$ cat src/rtl/smb_slave_pkg.sv
package smb_slave_pkg;

  localparam int BYTE_W = 8;
  localparam int STRAP_W = 4;

  // fixed upper part of the slave address, then the straps
  localparam logic [2:0] PRIMARY_HI = 3'b010;
  localparam logic [6:0] BCAST_ADDR = 7'b0110000;
  localparam logic [6:0] ALERT_ADDR = 7'b0001100;

  // control -> datapath strobes, one cycle each
  typedef struct packed {
    logic clrBits;
    logic takeBit;
    logic setPtr;
    logic wrReg;
    logic ackOn;
    logic freeSda;
    logic loadReg;
    logic loadAlert;
    logic shiftTx;
  } smbStrobe_t;

  // datapath -> control events and decodes
  typedef struct packed {
    logic startDet;
    logic stopDet;
    logic sclRise;
    logic sclFall;
    logic sdaNow;
    logic byteDone;
    logic hitPrimary;
    logic hitBcast;
    logic hitAlert;
    logic rwBit;
  } smbStatus_t;

endpackage

$ cat src/rtl/smb_glitch_filter.sv
module smb_glitch_filter #(
  parameter int SYNC_STAGES = 2,
  parameter int FILT_LEN = 3
) (
  input  logic clk,
  input  logic rst_n,
  input  logic rawIn,
  output logic filtOut
);

  logic [SYNC_STAGES-1:0] syncQ;
  logic [FILT_LEN-1:0] histQ;
  logic syncLast;

  assign syncLast = syncQ[SYNC_STAGES-1];

  always_ff @(posedge clk or negedge rst_n) begin
    if (!rst_n) begin
      syncQ <= '1;
      histQ <= '1;
      filtOut <= 1'b1;
    end else begin
      syncQ <= {syncQ[SYNC_STAGES-2:0], rawIn};
      histQ <= {histQ[FILT_LEN-2:0], syncLast};
      // output moves only when every stored sample agrees
      if (&histQ) filtOut <= 1'b1;
      else if (~|histQ) filtOut <= 1'b0;
    end
  end

  if (SYNC_STAGES == 2 && FILT_LEN == 3) begin : g_chk

    rise_needs_run_chk: assert property (@(posedge clk) disable iff (!rst_n)
      $rose(filtOut) |-> ($past(syncLast, 2) && $past(syncLast, 3) && $past(syncLast, 4)));

    fall_needs_run_chk: assert property (@(posedge clk) disable iff (!rst_n)
      $fell(filtOut) |-> (!$past(syncLast, 2) && !$past(syncLast, 3) && !$past(syncLast, 4)));
  end

endmodule

$ cat src/rtl/smb_slave_datapath.sv
module smb_slave_datapath
  import smb_slave_pkg::*;
#(
  parameter int NUM_REGS = 4,
  parameter int SYNC_STAGES = 2,
  parameter int FILT_LEN = 3
) (
  input  logic clk,
  input  logic rst_n,
  input  logic sclIn,
  input  logic sdaIn,
  input  logic [STRAP_W-1:0] strapAddr,
  input  smbStrobe_t stb,
  output smbStatus_t stat,
  output logic sdaPullLow
);

  localparam int PTR_W = (NUM_REGS > 1) ? $clog2(NUM_REGS) : 1;
  localparam int CNT_W = $clog2(BYTE_W + 1);
  localparam logic [CNT_W-1:0] FULL_CNT = CNT_W'(BYTE_W);

  logic [1:0] rawLines;
  logic [1:0] fLines;
  logic fScl, fSda;
  logic sclQ, sdaQ;
  logic [CNT_W-1:0] bitCnt;
  logic [BYTE_W-1:0] rxSh;
  logic [BYTE_W-1:0] txSh;
  logic [BYTE_W-1:0] alertByte;
  logic [PTR_W-1:0] ptr;
  logic [BYTE_W-1:0] regs [NUM_REGS];
  logic ackQ, txOn;

  assign rawLines = {sclIn, sdaIn};

  for (genvar g = 0; g < 2; g++) begin : g_filt
    smb_glitch_filter #(
      .SYNC_STAGES(SYNC_STAGES),
      .FILT_LEN(FILT_LEN)
    ) u_filt (
      .clk(clk),
      .rst_n(rst_n),
      .rawIn(rawLines[g]),
      .filtOut(fLines[g])
    );
  end

  assign fScl = fLines[1];
  assign fSda = fLines[0];
  assign alertByte = {PRIMARY_HI, strapAddr, 1'b0};

  always_comb begin
    stat.sclRise = fScl & ~sclQ;
    stat.sclFall = ~fScl & sclQ;
    stat.startDet = sclQ & fScl & sdaQ & ~fSda;
    stat.stopDet = sclQ & fScl & ~sdaQ & fSda;
    stat.sdaNow = fSda;
    stat.byteDone = (bitCnt == FULL_CNT);
    stat.hitPrimary = (rxSh[BYTE_W-1:1] == {PRIMARY_HI, strapAddr});
    stat.hitBcast = (rxSh[BYTE_W-1:1] == BCAST_ADDR);
    stat.hitAlert = (rxSh[BYTE_W-1:1] == ALERT_ADDR);
    stat.rwBit = rxSh[0];
  end

  always_ff @(posedge clk or negedge rst_n) begin
    if (!rst_n) begin
      sclQ <= 1'b1;
      sdaQ <= 1'b1;
      bitCnt <= '0;
      rxSh <= '0;
      txSh <= '0;
      ptr <= '0;
      ackQ <= 1'b0;
      txOn <= 1'b0;
      for (int r = 0; r < NUM_REGS; r++) regs[r] <= '0;
    end else begin
      sclQ <= fScl;
      sdaQ <= fSda;

      if (stb.clrBits) begin
        bitCnt <= '0;
      end else if (stb.takeBit) begin
        bitCnt <= bitCnt + 1'b1;
        rxSh <= {rxSh[BYTE_W-2:0], fSda};
      end

      if (stb.setPtr) ptr <= rxSh[PTR_W-1:0];

      if (stb.wrReg) begin
        for (int r = 0; r < NUM_REGS; r++)
          if (ptr == PTR_W'(r)) regs[r] <= rxSh;
      end

      if (stb.freeSda) begin
        ackQ <= 1'b0;
        txOn <= 1'b0;
      end else if (stb.ackOn) begin
        ackQ <= 1'b1;
        txOn <= 1'b0;
      end else if (stb.loadReg) begin
        ackQ <= 1'b0;
        txOn <= 1'b1;
        txSh <= regs[ptr];
      end else if (stb.loadAlert) begin
        ackQ <= 1'b0;
        txOn <= 1'b1;
        txSh <= alertByte;
      end else if (stb.shiftTx) begin
        txSh <= {txSh[BYTE_W-2:0], 1'b0};
      end
    end
  end

  // open-drain style: only ever pulls low
  assign sdaPullLow = ackQ | (txOn & ~txSh[BYTE_W-1]);


  pull_moves_scl_low_chk: assert property (@(posedge clk) disable iff (!rst_n)
    !$stable(sdaPullLow) |-> !$past(fScl));

  bit_count_bound_chk: assert property (@(posedge clk) disable iff (!rst_n)
    bitCnt <= FULL_CNT);

endmodule

$ cat src/rtl/smb_slave_ctrl.sv
module smb_slave_ctrl
  import smb_slave_pkg::*;
(
  input  logic clk,
  input  logic rst_n,
  input  smbStatus_t stat,
  input  logic intReq,
  output smbStrobe_t stb,
  output logic irqN
);

  typedef enum logic [2:0] {S_IDLE, S_RX, S_ACK, S_TX, S_TXACK, S_WAIT} state_t;
  typedef enum logic [1:0] {PH_ADDR, PH_CMD, PH_DATA} phase_t;

  state_t stateQ, stateD;
  phase_t phaseQ, phaseD;
  logic busyQ, busyD;
  logic readQ, readD;
  logic alertQ, alertD;
  logic ackAddr;

  assign ackAddr = stat.hitPrimary
                 | (stat.hitBcast & ~stat.rwBit)
                 | (stat.hitAlert & stat.rwBit & ~irqN);

  always_comb begin
    stb = '0;
    stateD = stateQ;
    phaseD = phaseQ;
    busyD = busyQ;
    readD = readQ;
    alertD = alertQ;
    if (stat.stopDet) begin
      stateD = S_IDLE;
      busyD = 1'b0;
      stb.freeSda = 1'b1;
    end else if (stat.startDet) begin
      stateD = S_RX;
      phaseD = PH_ADDR;
      busyD = 1'b1;
      stb.clrBits = 1'b1;
      stb.freeSda = 1'b1;
    end else begin
      case (stateQ)
        S_RX: begin
          if (stat.sclRise) begin
            stb.takeBit = 1'b1;
          end else if (stat.sclFall && stat.byteDone) begin
            case (phaseQ)
              PH_ADDR: begin
                if (ackAddr) begin
                  stb.ackOn = 1'b1;
                  stateD = S_ACK;
                  phaseD = PH_CMD;
                  readD = stat.rwBit;
                  alertD = stat.hitAlert;
                end else begin
                  stateD = S_WAIT;
                end
              end
              PH_CMD: begin
                stb.setPtr = 1'b1;
                stb.ackOn = 1'b1;
                stateD = S_ACK;
                phaseD = PH_DATA;
              end
              default: begin
                stb.wrReg = 1'b1;
                stb.ackOn = 1'b1;
                stateD = S_ACK;
              end
            endcase
          end
        end
        S_ACK: begin
          if (stat.sclFall) begin
            stb.clrBits = 1'b1;
            if (readQ) begin
              stb.loadAlert = alertQ;
              stb.loadReg = ~alertQ;
              stateD = S_TX;
            end else begin
              stb.freeSda = 1'b1;
              stateD = S_RX;
            end
          end
        end
        S_TX: begin
          if (stat.sclRise) begin
            stb.takeBit = 1'b1;
          end else if (stat.sclFall) begin
            if (stat.byteDone) begin
              stb.freeSda = 1'b1;
              stateD = S_TXACK;
            end else begin
              stb.shiftTx = 1'b1;
            end
          end
        end
        S_TXACK: begin
          if (stat.sclRise && stat.sdaNow) begin
            stateD = S_WAIT;
          end else if (stat.sclFall) begin
            stb.clrBits = 1'b1;
            stb.loadAlert = alertQ;
            stb.loadReg = ~alertQ;
            stateD = S_TX;
          end
        end
        default: ;
      endcase
    end
  end

  always_ff @(posedge clk or negedge rst_n) begin
    if (!rst_n) begin
      stateQ <= S_IDLE;
      phaseQ <= PH_ADDR;
      busyQ <= 1'b0;
      readQ <= 1'b0;
      alertQ <= 1'b0;
      irqN <= 1'b1;
    end else begin
      stateQ <= stateD;
      phaseQ <= phaseD;
      busyQ <= busyD;
      readQ <= readD;
      alertQ <= alertD;
      if (!busyQ) irqN <= ~intReq;
    end
  end


  irq_frozen_in_xfer_chk: assert property (@(posedge clk) disable iff (!rst_n)
    !$stable(irqN) |-> !$past(busyQ));

  alert_only_when_irq_chk: assert property (@(posedge clk) disable iff (!rst_n)
    (stateQ == S_ACK && alertQ) |-> !irqN);

endmodule

$ cat src/rtl/smb_alert_slave.sv
module smb_alert_slave
  import smb_slave_pkg::*;
#(
  parameter int NUM_REGS = 4,
  parameter int SYNC_STAGES = 2,
  parameter int FILT_LEN = 3
) (
  input  logic clk,
  input  logic rst_n,
  input  logic sclIn,
  input  logic sdaIn,
  input  logic [STRAP_W-1:0] strapAddr,
  input  logic intReq,
  output logic sdaPullLow,
  output logic irqN
);

  smbStrobe_t stb;
  smbStatus_t stat;

  smb_slave_datapath #(
    .NUM_REGS(NUM_REGS),
    .SYNC_STAGES(SYNC_STAGES),
    .FILT_LEN(FILT_LEN)
  ) u_dp (
    .clk(clk),
    .rst_n(rst_n),
    .sclIn(sclIn),
    .sdaIn(sdaIn),
    .strapAddr(strapAddr),
    .stb(stb),
    .stat(stat),
    .sdaPullLow(sdaPullLow)
  );

  smb_slave_ctrl u_ctrl (
    .clk(clk),
    .rst_n(rst_n),
    .stat(stat),
    .intReq(intReq),
    .stb(stb),
    .irqN(irqN)
  );

endmodule

$ cat config.mk
export PLATFORM = sky130hd
export DESIGN_NAME = smb_alert_slave
export DESIGN_NICKNAME = d
export VERILOG_FILES = /design/src/rtl/smb_slave_pkg.sv /design/src/rtl/smb_glitch_filter.sv /design/src/rtl/smb_slave_datapath.sv /design/src/rtl/smb_slave_ctrl.sv /design/src/rtl/smb_alert_slave.sv
export SDC_FILE = /design/constraint.sdc
export NUM_CORES = 1
export LEC_CHECK = 0
export BUFFER_PORTS_ARGS = -buffer_cell sky130_fd_sc_hd__buf_2
export CAP_MARGIN = 30
export CORE_UTILIZATION = 65
export DETAILED_ROUTE_END_ITERATION = 7
export GPL_TIMING_DRIVEN = 0
export PLACE_DENSITY_LB_ADDON = 0.12
export SLEW_MARGIN = 10
export SYNTH_ARGS = -nofsm -noshare
export SYNTH_HDL_FRONTEND = slang
export SYNTH_HIERARCHICAL = 1
export SYNTH_SLANG_ARGS = --single-unit
$ cat constraint.sdc
create_clock -name clk -period 6.3 [get_ports clk]
set_input_delay 0.63 -clock clk [delete_from_list [all_inputs] [get_ports clk]]
set_output_delay 0.63 -clock clk [all_outputs]
set_load 0.05 [all_outputs]
==> results of run 1 <==
==> per-stage QoR <==
stage,hold WS [ns],area [um2]
4_1_cts,0.2367,4128
5_1_grt,0.2602,4128
3_5_place_dp,0.3470,3910
6_report,0.2407,4128
3_3_place_gp,0.3454,3887
2_1_floorplan,0.3344,3747
==> where the power goes <==
group	internal (mW)	switching (mW)	total, mW
registers	0.561	0.0495	0.611
clock network	0.205	0.191	0.395
logic	0.112	0.153	0.265
total	0.878	0.393	1.27
==> routing by layer <==
metal	vias up	GRT usage, %
li1	1085	-
met5	-	0
met2	46	40.44
met4	0	12.22
met1	1166	35.90
met3	11	4.000
==> registers in the layout (all words and copies together), names as in the netlist, 3 cells and up <==
signal and flops:
u_dp/regs 32, u_dp/txSh 8, u_dp/rxSh 8, u_dp/g_filt.u_filt/histQ 6, u_dp/bitCnt 4, u_ctrl/stateQ 3, u_dp/g_filt.u_filt/syncQ 4
==> cell usage in the layout, fill, tap and decap left out, types with 7 or more instances in the layout <==
cell type / n
inv_1: 12
o21ai_0: 14
dfrtp_1: 64
nand2_1: 7
mux2i_1: 7
dfstp_2: 15
mux2_2: 48
buf_2: 11
a21oi_1: 7
nor2_1: 17
clkbuf_8: 10
==> logic make-up after synthesis <==
family	synth area share, %
AO/OA/AOI/OAI	7.746
XOR/XNOR	1.636
adder cells (fa/ha/maj)	0.6677
buffers and inverters	3.672
flip-flops	53.26
multiplexers	21.70
AND/OR/NAND/NOR	11.32
==> worst reg2reg max path: cells and delay by family, from the launching register on <==
family | cells | cell delay, ns
buffers and inverters | 3 | 0.66
flip-flops | 1 | 0.33
AND/OR/NAND/NOR | 7 | 1.87
multiplexers | 1 | 0.30
==> layout make-up <==
class                      count  share of cell area [%]
clock buffer                  12                   4.547
clock inverter                 4                  0.7275
buffer                        13                   2.243
tap                           72                   2.182
timing repair buffer          11                   1.758
multi-input combinational    184                   39.10
sequential                    79                   48.35
inverter                      12                   1.091
==> how the worst max path moves through the flow <==
| stage | start | to | slack [ns] | depth (start not counted) |
|---|---|---|---|---|
| 2_1_floorplan | u_dp/rxSh[1] | u_dp/txSh[5] | 3.64 | 11 |
| 3_3_place_gp | u_dp/rxSh[1] | u_dp/txSh[5] | 3.18 | 11 |
| 3_5_place_dp | u_dp/rxSh[1] | u_dp/txSh[5] | 3.10 | 11 |
| 4_1_cts | u_dp/rxSh[1] | u_dp/txSh[5] | 3.09 | 11 |
| 5_1_grt | u_dp/rxSh[1] | u_dp/txSh[5] | 2.84 | 11 |
| 6_report | u_dp/rxSh[1] | u_dp/txSh[5] | 3.04 | 11 |
==> flow_summary.yaml, run 1 <==
clock_network:
  clk_latency_ns: 0.35
  numCtsBuffers: 9
  clockBufferDepth: 2
  post_cts_buffers: 0
  clk_pin_slew_ns: 0.08
  cts_resized: 0
  h-tree-depth: 3
  cts_tree: "yes"
  hold_buffers: 0
  cts_root_buffer: "clkbuf_8"
  cts_sinks: 79
sta:
  slew_headroom_pct: 44.02
  fmax_mhz: 306.6
  rsz0062_at_grt: "false"
  drv_slew: 0
  setup-tns-final_ns: 0
  fin_crit_ns: 3.262
  setup_viol: 0
  worstMarginPinSlew_ns: 0.8280
  finalHoldViolCount: 0
  layout_setup_ws_ns: 3.038
  fin_skew_ns: 0.008343
  min_period_over_period_pct: 51.78
critical_path:
  worstPathBufferInverterCount: 3
  required_ns: 6.53
  slowest_delay_ns: 0.72
  rr_endpoint: "u_dp/txSh[5]"
  rrSetupSlack_ns: 3.04
  worst_ep_arrival_time_ns: 3.49
  cp-start-kind: "flip-flop"
  r2r_cells: 11
  worstReg2RegStart: "u_dp/rxSh[1]"
  critical_path.slowest_cell: "nor4b_1"
  critical_path_class: "reg2reg"
  worstPathMaxFanout: 10
  cp-end-kind: "flip-flop"
  worstPathCellList: "clkbuf_1 -> nor4_1 -> and4b_1 -> and3b_1 -> nor4b_1 -> nor2_1 -> or2_1 -> buf_6 -> or2_1 -> buf_6 -> mux2_4"
  critical_path.top_delay_family: "simple AND/OR/NAND/NOR gates"
synth:
  synth_flop_cell: "dfrtp_1"
  avgSynthCellArea_um2: 13.01
  synth-edff-count: 0
  synth_cell_types: 55
  synth.top_cell.area_share_pct: 42.74
  syn_area_um2: 3747
  synth_seq_cells: 79
  yosys.cell_count.top_type: "dfrtp_1"
  yosys.area.top_type: "dfrtp_1"
  ys_top_cells_by_count: "dfrtp_1, mux2_2, nor2_1"
  synth.area.top_cells: "dfrtp_1, mux2_2, dfstp_2"
  synth_seq_area_share_pct: 53.26
  ys_warn_count: 6
  syn-num-nets: 299
  synth_cells: 288
  async_flop_share_pct: 100.0
drt:
  first_iter_violations: 130
  ant_nets: 0
  top_layer: "met4"
  route.detailed.wl_per_inst_um: 17.92
  drt_pass1_iterations: 4
  wl_mm: 6.935
  num_vias: 2308
  wl_met2_mm: 3.350
  vias_per_cell: 5.964
  wl_met3_um: 233
  post-route-drc-count: 0
  wl_met1_mm: 3.238
die:
  pin_count: 11
  rows: 27
  die_h_um: 77.93
  start_util_pct: 67.64
  core-area_um2: 5540
  dieArea_um2: 6073
  die_x_um: 77.93
layout:
  fin_util_pct: 74.50
  areaGrowthSynthToFinish_pct: 10.15
  layout.cells.non_filler: 387
  layout-drive-gt1-share_pct: 36.83
  multi_input_area_um2: 1614
  register_area_um2: 1996
  nFillCells: 364
  diodes: 0
  final_nets: 321
placement:
  dp_cells: 371
  gp_congestion: 0.8322
  dpl_worst_slack_ns: 3.099
  hpwlAfterDp_mm: 4.600
  buffer_ports.inserted: 10
global_routing:
  grtUsageTotal_pct: 25.91
  grt_max_degree: 43
  antenna_found_initial: 0
  grt_pass1_vias: 2411
  grt_overflow: 0
  grt_pass1_wl_mm: 11.81
hold_path:
  hold_class: "in2async"
power_and_ir_drop:
  peakVddDrop_v: 0.0002370
  leakage_nw: 1.919
  pwr_density_cell_nw_per_um2: 307.9
  power.total_mw: 1.271
run:
  maxCapViolCount: 0
outcome:
  status: "finished, final reports clean"
Note: power is estimated with default switching activity, not from simulation.
==> inputs of run 2 (changes only) <==
--- a/config.mk
+++ b/config.mk
@@ -7,7 +7,7 @@
 export LEC_CHECK = 0
 export BUFFER_PORTS_ARGS = -buffer_cell sky130_fd_sc_hd__buf_2
 export CAP_MARGIN = 30
-export CORE_UTILIZATION = 65
+export CORE_UTILIZATION = 62
 export DETAILED_ROUTE_END_ITERATION = 7
 export GPL_TIMING_DRIVEN = 0
 export PLACE_DENSITY_LB_ADDON = 0.12
==> constraint.sdc (replaced) <==
create_clock -name clk -period 3.3 [get_ports clk]
set_input_delay 0.33 -clock clk [delete_from_list [all_inputs] [get_ports clk]]
set_output_delay 0.33 -clock clk [all_outputs]
set_load 0.05 [all_outputs]
==> flow_summary.yaml, run 2 (synthesis results as in run 1) <==
outcome:
  status: "finished, final reports clean"
critical_path:
  required_ns: 3.53
  worstPathCellList: "clkbuf_1 -> nor4_1 -> and4b_1 -> and3b_1 -> nor4b_2 -> nor2_1 -> or2_1 -> buf_6 -> or2_1 -> buf_6 -> mux2_4"
  rr_endpoint: "u_dp/txSh[5]"
  worstPathBufferInverterCount: 3
  worst_ep_arrival_time_ns: 3.25
  critical_path.top_delay_family: "simple AND/OR/NAND/NOR gates"
  worstReg2RegStart: "u_dp/rxSh[1]"
  cp-end-kind: "flip-flop"
  cp-start-kind: "flip-flop"
  critical_path.slowest_cell: "nor4b_2"
  rrSetupSlack_ns: 0.29
  r2r_cells: 11
  worstPathMaxFanout: 10
  slowest_delay_ns: 0.49
  critical_path_class: "reg2reg"
layout:
  diodes: 0
  final_cell_mix: "dfrtp_1, mux2_2, nor2_1"
  register_area_um2: 1996
  layout.cells.non_filler: 388
  layout.cells.most_common: "dfrtp_1"
  reg.largest.list: "u_dp/regs (32), u_dp/rxSh (8), u_dp/txSh (8)"
  top_register: "u_dp/regs"
  nFillCells: 402
  multi_input_area_um2: 1620
  largest_reg_flops: 32
  areaGrowthSynthToFinish_pct: 10.55
  final_nets: 322
  layout-drive-gt1-share_pct: 36.71
clock_network:
  cts_root_buffer: "clkbuf_8"
  numCtsBuffers: 9
  clockBufferDepth: 2
  clk_latency_ns: 0.34
  cts_sinks: 79
  cts_tree: "yes"
  h-tree-depth: 3
  clk_pin_slew_ns: 0.08
drt:
  num_vias: 2303
  route.detailed.wl_per_inst_um: 17.70
  post-route-drc-count: 0
  first_iter_violations: 140
  vias_per_cell: 5.936
  drt_pass1_iterations: 4
  wl_mm: 6.867
  ant_nets: 0
die:
  die_h_um: 79.75
  pin_count: 11
  start_util_pct: 66.03
  die_x_um: 79.75
  core-area_um2: 5675
  dieArea_um2: 6359
  rows: 27
sta:
  drv_slew: 0
  finalHoldViolCount: 0
  fin_crit_ns: 3.014
  rsz0062_at_grt: "false"
  fmax_mhz: 331.8
  min_period_over_period_pct: 91.33
  setup_viol: 0
  setup-tns-final_ns: 0
  worstMarginPinSlew_ns: 0.7289
  slew_headroom_pct: 51.04
  fin_skew_ns: 0.006215
power_and_ir_drop:
  leakage_nw: 1.920
  pwr_density_cell_nw_per_um2: 580.9
  peakVddDrop_v: 0.0004339
hold_path:
  hold_class: "in2reg"
  hold_path_depth: 1
  hp-start: "sclIn"
  whs_endpoint: "u_dp/g_filt[1].u_filt/syncQ[0]"
placement:
  gp_congestion: 0.7913
  dp_cells: 371
  hpwlAfterDp_mm: 4.763
  buffer_ports.inserted: 10
global_routing:
  antenna_found_initial: 0
  grt_max_degree: 52
  grt_pass1_vias: 2294
  grt_pass1_wl_mm: 11.61
  grt_overflow: 0
  grtUsageTotal_pct: 25.03
run:
  maxCapViolCount: 0
## run 2: per-layer routing
| metal | routed length, um | global-route usage (%) | vias to the layer above |
|---|---|---|---|
| li1 | - | - | 1100 |
| met1 | 3427 | 36.14 | 1151 |
| met2 | 3182 | 37.69 | 43 |
| met3 | 169 | 5.029 | 9 |
| met4 | 88 | 9.286 | 0 |
| met5 | 0 | 0 | - |
## run 2: power by group
part | switching, mW | internal [mW] | total, mW
registers | 0.0954 | 1.07 | 1.17
clock network | 0.354 | 0.371 | 0.726
logic | 0.297 | 0.217 | 0.514
total | 0.747 | 1.66 | 2.41
## run 2: final cells by class
class                   count  area share [%]
plain buffers              13           2.235
flip-flops and latches     79           48.17
repair buffers             12           2.175
multi-input cells         184           39.11
clock buffers              12           4.289
well taps                  72           2.175
inverters                  12           1.087
clock inverters             4          0.7551
## run 2: per-stage QoR
stage | hold WS, ns | setup slack, ns | utilization (%) | area, um2 | total power [mW]
after floorplan | 0.03441 | 0.6354 | - | 3747 | 1.538
after global placement | 0.3459 | 0.1877 | 68.50 | 3887 | 1.659
after detailed placement | 0.2899 | 0.07076 | 69.03 | 3918 | 1.692
after CTS | 0.06722 | 0.05562 | 72.88 | 4136 | 2.421
after global routing | 0.05872 | 0.1244 | 72.99 | 4143 | 2.540
final | 0.08278 | 0.2862 | 72.99 | 4143 | 2.407
## run 2: repair_timing
item | CTS | global route
buffers inserted | 0 | 0
endpoints found under the hold margin | 28 | 0
gates resized for setup | 0 | 1
endpoints found under the setup margin | 0 | 8
hold buffers | 1 | 0
## run 2: how the worst max path moves through the flow
stage / startpoint / endpoint / slack, ns / cells after the start
after global routing: u_dp/rxSh[1] / u_dp/txSh[5] / 0.12 / 11
after detailed placement: u_dp/rxSh[1] / u_dp/txSh[5] / 0.07 / 11
after global placement: u_dp/rxSh[1] / u_dp/txSh[5] / 0.19 / 11
after floorplan: u_dp/rxSh[1] / u_dp/txSh[5] / 0.64 / 11
after CTS: u_dp/rxSh[1] / u_dp/txSh[5] / 0.06 / 11
final: u_dp/rxSh[1] / u_dp/txSh[5] / 0.29 / 11
## run 2: worst register-to-register path, stage by stage, from the launching register on
cell and delay (ns):
dfrtp_1 0.32, clkbuf_1 0.38, nor4_1 0.11, and4b_1 0.21, and3b_1 0.19, nor4b_2 0.49
nor2_1 0.14, or2_1 0.26, buf_6 0.14, or2_1 0.23, buf_6 0.14, mux2_4 0.29
==> inputs of run 3 (changes only) <==
--- a/config.mk
+++ b/config.mk
@@ -10,9 +10,8 @@
 export CORE_UTILIZATION = 62
 export DETAILED_ROUTE_END_ITERATION = 7
 export GPL_TIMING_DRIVEN = 0
-export PLACE_DENSITY_LB_ADDON = 0.12
+export PLACE_DENSITY = 0.83
 export SLEW_MARGIN = 10
 export SYNTH_ARGS = -nofsm -noshare
 export SYNTH_HDL_FRONTEND = slang
-export SYNTH_HIERARCHICAL = 1
 export SYNTH_SLANG_ARGS = --single-unit
==> flow_summary.yaml, run 3 <==
outcome:
  status: "finished, final reports clean"
die:
  pin_count: 11
  core-area_um2: 5675
  dieArea_um2: 6363
  die_x_um: 79.77
  die_h_um: 79.77
  start_util_pct: 66.07
  rows: 27
power_and_ir_drop:
  p_sw_share_pct: 30.14
  pwr-share-clk_pct: 33.4
  pwr_density_cell_nw_per_um2: 624.2
  intPower_mw: 1.817
  power_frac_seq_pct: 44.6
  power.switching_mw: 0.7841
  combPwrFrac_pct: 22.0
  power.total_mw: 2.601
  leakage_nw: 1.885
  peakVddDrop_v: 0.0004176
drt:
  wl_mm: 7.442
  route.detailed.wl_per_inst_um: 18.75
  num_vias: 2441
  post-route-drc-count: 0
  top_layer: "met4"
  wl_met3_um: 303
  drt_pass1_iterations: 5
  first_iter_violations: 251
  ant_nets: 0
  vias_per_cell: 6.149
  wl_met1_mm: 3.408
  wl_met2_mm: 3.632
layout:
  areaGrowthSynthToFinish_pct: 11.14
  diodes: 0
  reg.largest.list: "u_dp.regs (32), u_dp.rxSh (8), u_dp.txSh (8)"
  top_register: "u_dp.regs"
  layout.cells.non_filler: 397
  final_cell_mix: "dfrtp_1, mux2_2, o21ai_0, nand2_1, dfstp_2"
  final_nets: 331
  layout-drive-gt1-share_pct: 36.31
  largest_reg_flops: 32
  layout.cells.most_common: "dfrtp_1"
  fin_util_pct: 73.43
  nFillCells: 396
  final_cell_area_um2: 4168
sta:
  rsz0062_at_grt: "false"
  fin_crit_ns: 2.464
  slew_headroom_pct: 50.74
  fin_skew_ns: 0.01014
  fmax_mhz: 405.9
  worstMarginPinSlew_ns: 0.7389
  min_period_over_period_pct: 74.65
  drv_slew: 0
  worst_hold_slack_ns: 0.07569
  setup_viol: 0
  setup-tns-final_ns: 0
  layout_setup_ws_ns: 0.8364
  finalHoldViolCount: 0
clock_network:
  post_cts_buffers: 0
  clockBufferDepth: 2
  cts_sinks: 79
  clk_latency_ns: 0.35
  h-tree-depth: 3
  cts_root_buffer: "clkbuf_8"
  clk_pin_slew_ns: 0.08
  cts_tree: "yes"
  numCtsBuffers: 9
synth:
  syn-num-nets: 308
  synth_seq_area_share_pct: 53.22
  avgSynthCellArea_um2: 12.63
  async_flop_share_pct: 100.0
  synth_seq_cells: 79
  synth_flop_cell: "dfrtp_1"
  yosys.area.top_type: "dfrtp_1"
  ys_top_cells_by_count: "dfrtp_1, mux2_2, nand2_1, o21ai_0, dfstp_2"
  syn_area_um2: 3750
  synth.area.top_cells: "dfrtp_1, mux2_2, dfstp_2"
  synth-edff-count: 0
  synth.top_cell.area_share_pct: 42.71
  synth_cell_types: 58
  ys_warn_count: 0
  synth_cells: 297
  yosys.cell_count.top_type: "dfrtp_1"
critical_path:
  critical_path.slowest_cell: "dfstp_2"
  cp-end-kind: "flip-flop"
  critical_path_class: "reg2reg"
  worst_ep_arrival_time_ns: 2.69
  worstPathCellList: "buf_4 -> nand2b_1 -> nor4_4 -> nand2_2 -> nor3b_4 -> mux2_2"
  cp-start-kind: "flip-flop"
  slowest_delay_ns: 0.53
  worstPathMaxFanout: 10
  required_ns: 3.53
global_routing:
  grt_pass1_vias: 2457
  antenna_found_initial: 0
  grt_pass1_wl_mm: 12.37
  grtUsageTotal_pct: 26.65
  grt_overflow: 0
  grt_max_degree: 45
placement:
  buffer_ports.inserted: 10
  dpl_worst_slack_ns: 0.8698
  dp_cells: 380
  hpwlAfterDp_mm: 4.966
  dpl_cell_area_um2: 3913
  gp_congestion: 0.8658
hold_path:
  hold_class: "in2reg"
run:
  maxCapViolCount: 0
[run 3: cell count changes after synthesis, moves of 3 or more]
cell      previous run  this run
clkbuf_1             4         7
buf_6                4         0
nand3b_1             0         4
a21oi_1              7        14
nand4_1              4         1
buf_2                2         5
o21ai_0             14        19
o21ai_1              5         0
nand2_1              7        19
mux2_2              48        45
nor2_1              17         8
[run 3: area by class of cell]
cell class	count	area, um2	share of cell area, %
Multi-Input combinational cell	190	1638	39.30
Clock inverter	6	107.6	2.582
Tap cell	72	90.09	2.162
Clock buffer	10	137.6	3.302
Timing Repair Buffer	12	82.58	1.981
Inverter	12	45.04	1.081
Buffer	16	71.32	1.711
Sequential cell	79	1996	47.88
[run 3: power groups by stage]
stage	sequential, mW	combinational [mW]	clock (mW)
2_1_floorplan	1.18	0.404	0
5_1_grt	1.17	0.638	0.917
6_report	1.16	0.572	0.870
3_5_place_dp	1.18	0.568	0
3_3_place_gp	1.17	0.550	0
4_1_cts	1.16	0.571	0.881
[run 3: cells by family (layout without fill, tap and decap cells)]
group | Yosys count | count (layout) | share of synthesized area (%)
buf+inv | 28 | 56 | 3.103
compound gates | 55 | 55 | 9.310
xor+xnor | 6 | 6 | 1.401
fa+ha+maj | 2 | 2 | 0.6672
flops | 79 | 79 | 53.22
mux | 60 | 60 | 20.45
simple gates | 67 | 67 | 11.85
[run 3: timing repair]
item / in CTS / in global routing
hold buffers: 1 / 0
gates resized for setup: 0 / 0
hold endpoints to repair: 35 / 0
[run 3: critical path, delay by kind of cell, from the launching register on]
| family | cells | cell delay (ns) |
|---|---|---|
| AND/OR/NAND/NOR | 4 | 1.26 |
| buffers and inverters | 1 | 0.15 |
| multiplexers | 1 | 0.41 |
| flip-flops | 1 | 0.53 |
[run 3: path summary, 6_finish.rpt]
kind	from	to	slack [ns]	depth (start not counted)
worst max-delay path	u_dp.sclQ	u_dp.regs[8]	0.84	6
worst min-delay path	sclIn	u_dp.g_filt[1].u_filt.syncQ[0]	0.08	1
worst max register to register	u_dp.sclQ	u_dp.regs[8]	0.84	6
worst min register to register	u_dp.g_filt[1].u_filt.syncQ[1]	u_dp.g_filt[1].u_filt.histQ[0]	0.36	0
max in group asynchronous	rst_n	u_dp.g_filt[1].u_filt.histQ[0]	2.19	3
min in group asynchronous	rst_n	u_ctrl.stateQ[2]	0.47	2
[run 3: per-layer routing]
metal  track usage (%)  up-vias
met2             41.37       57
li1                  -     1122
met3             4.571        9
met1             37.71     1253
met5                 0        -
met4             10.54        0
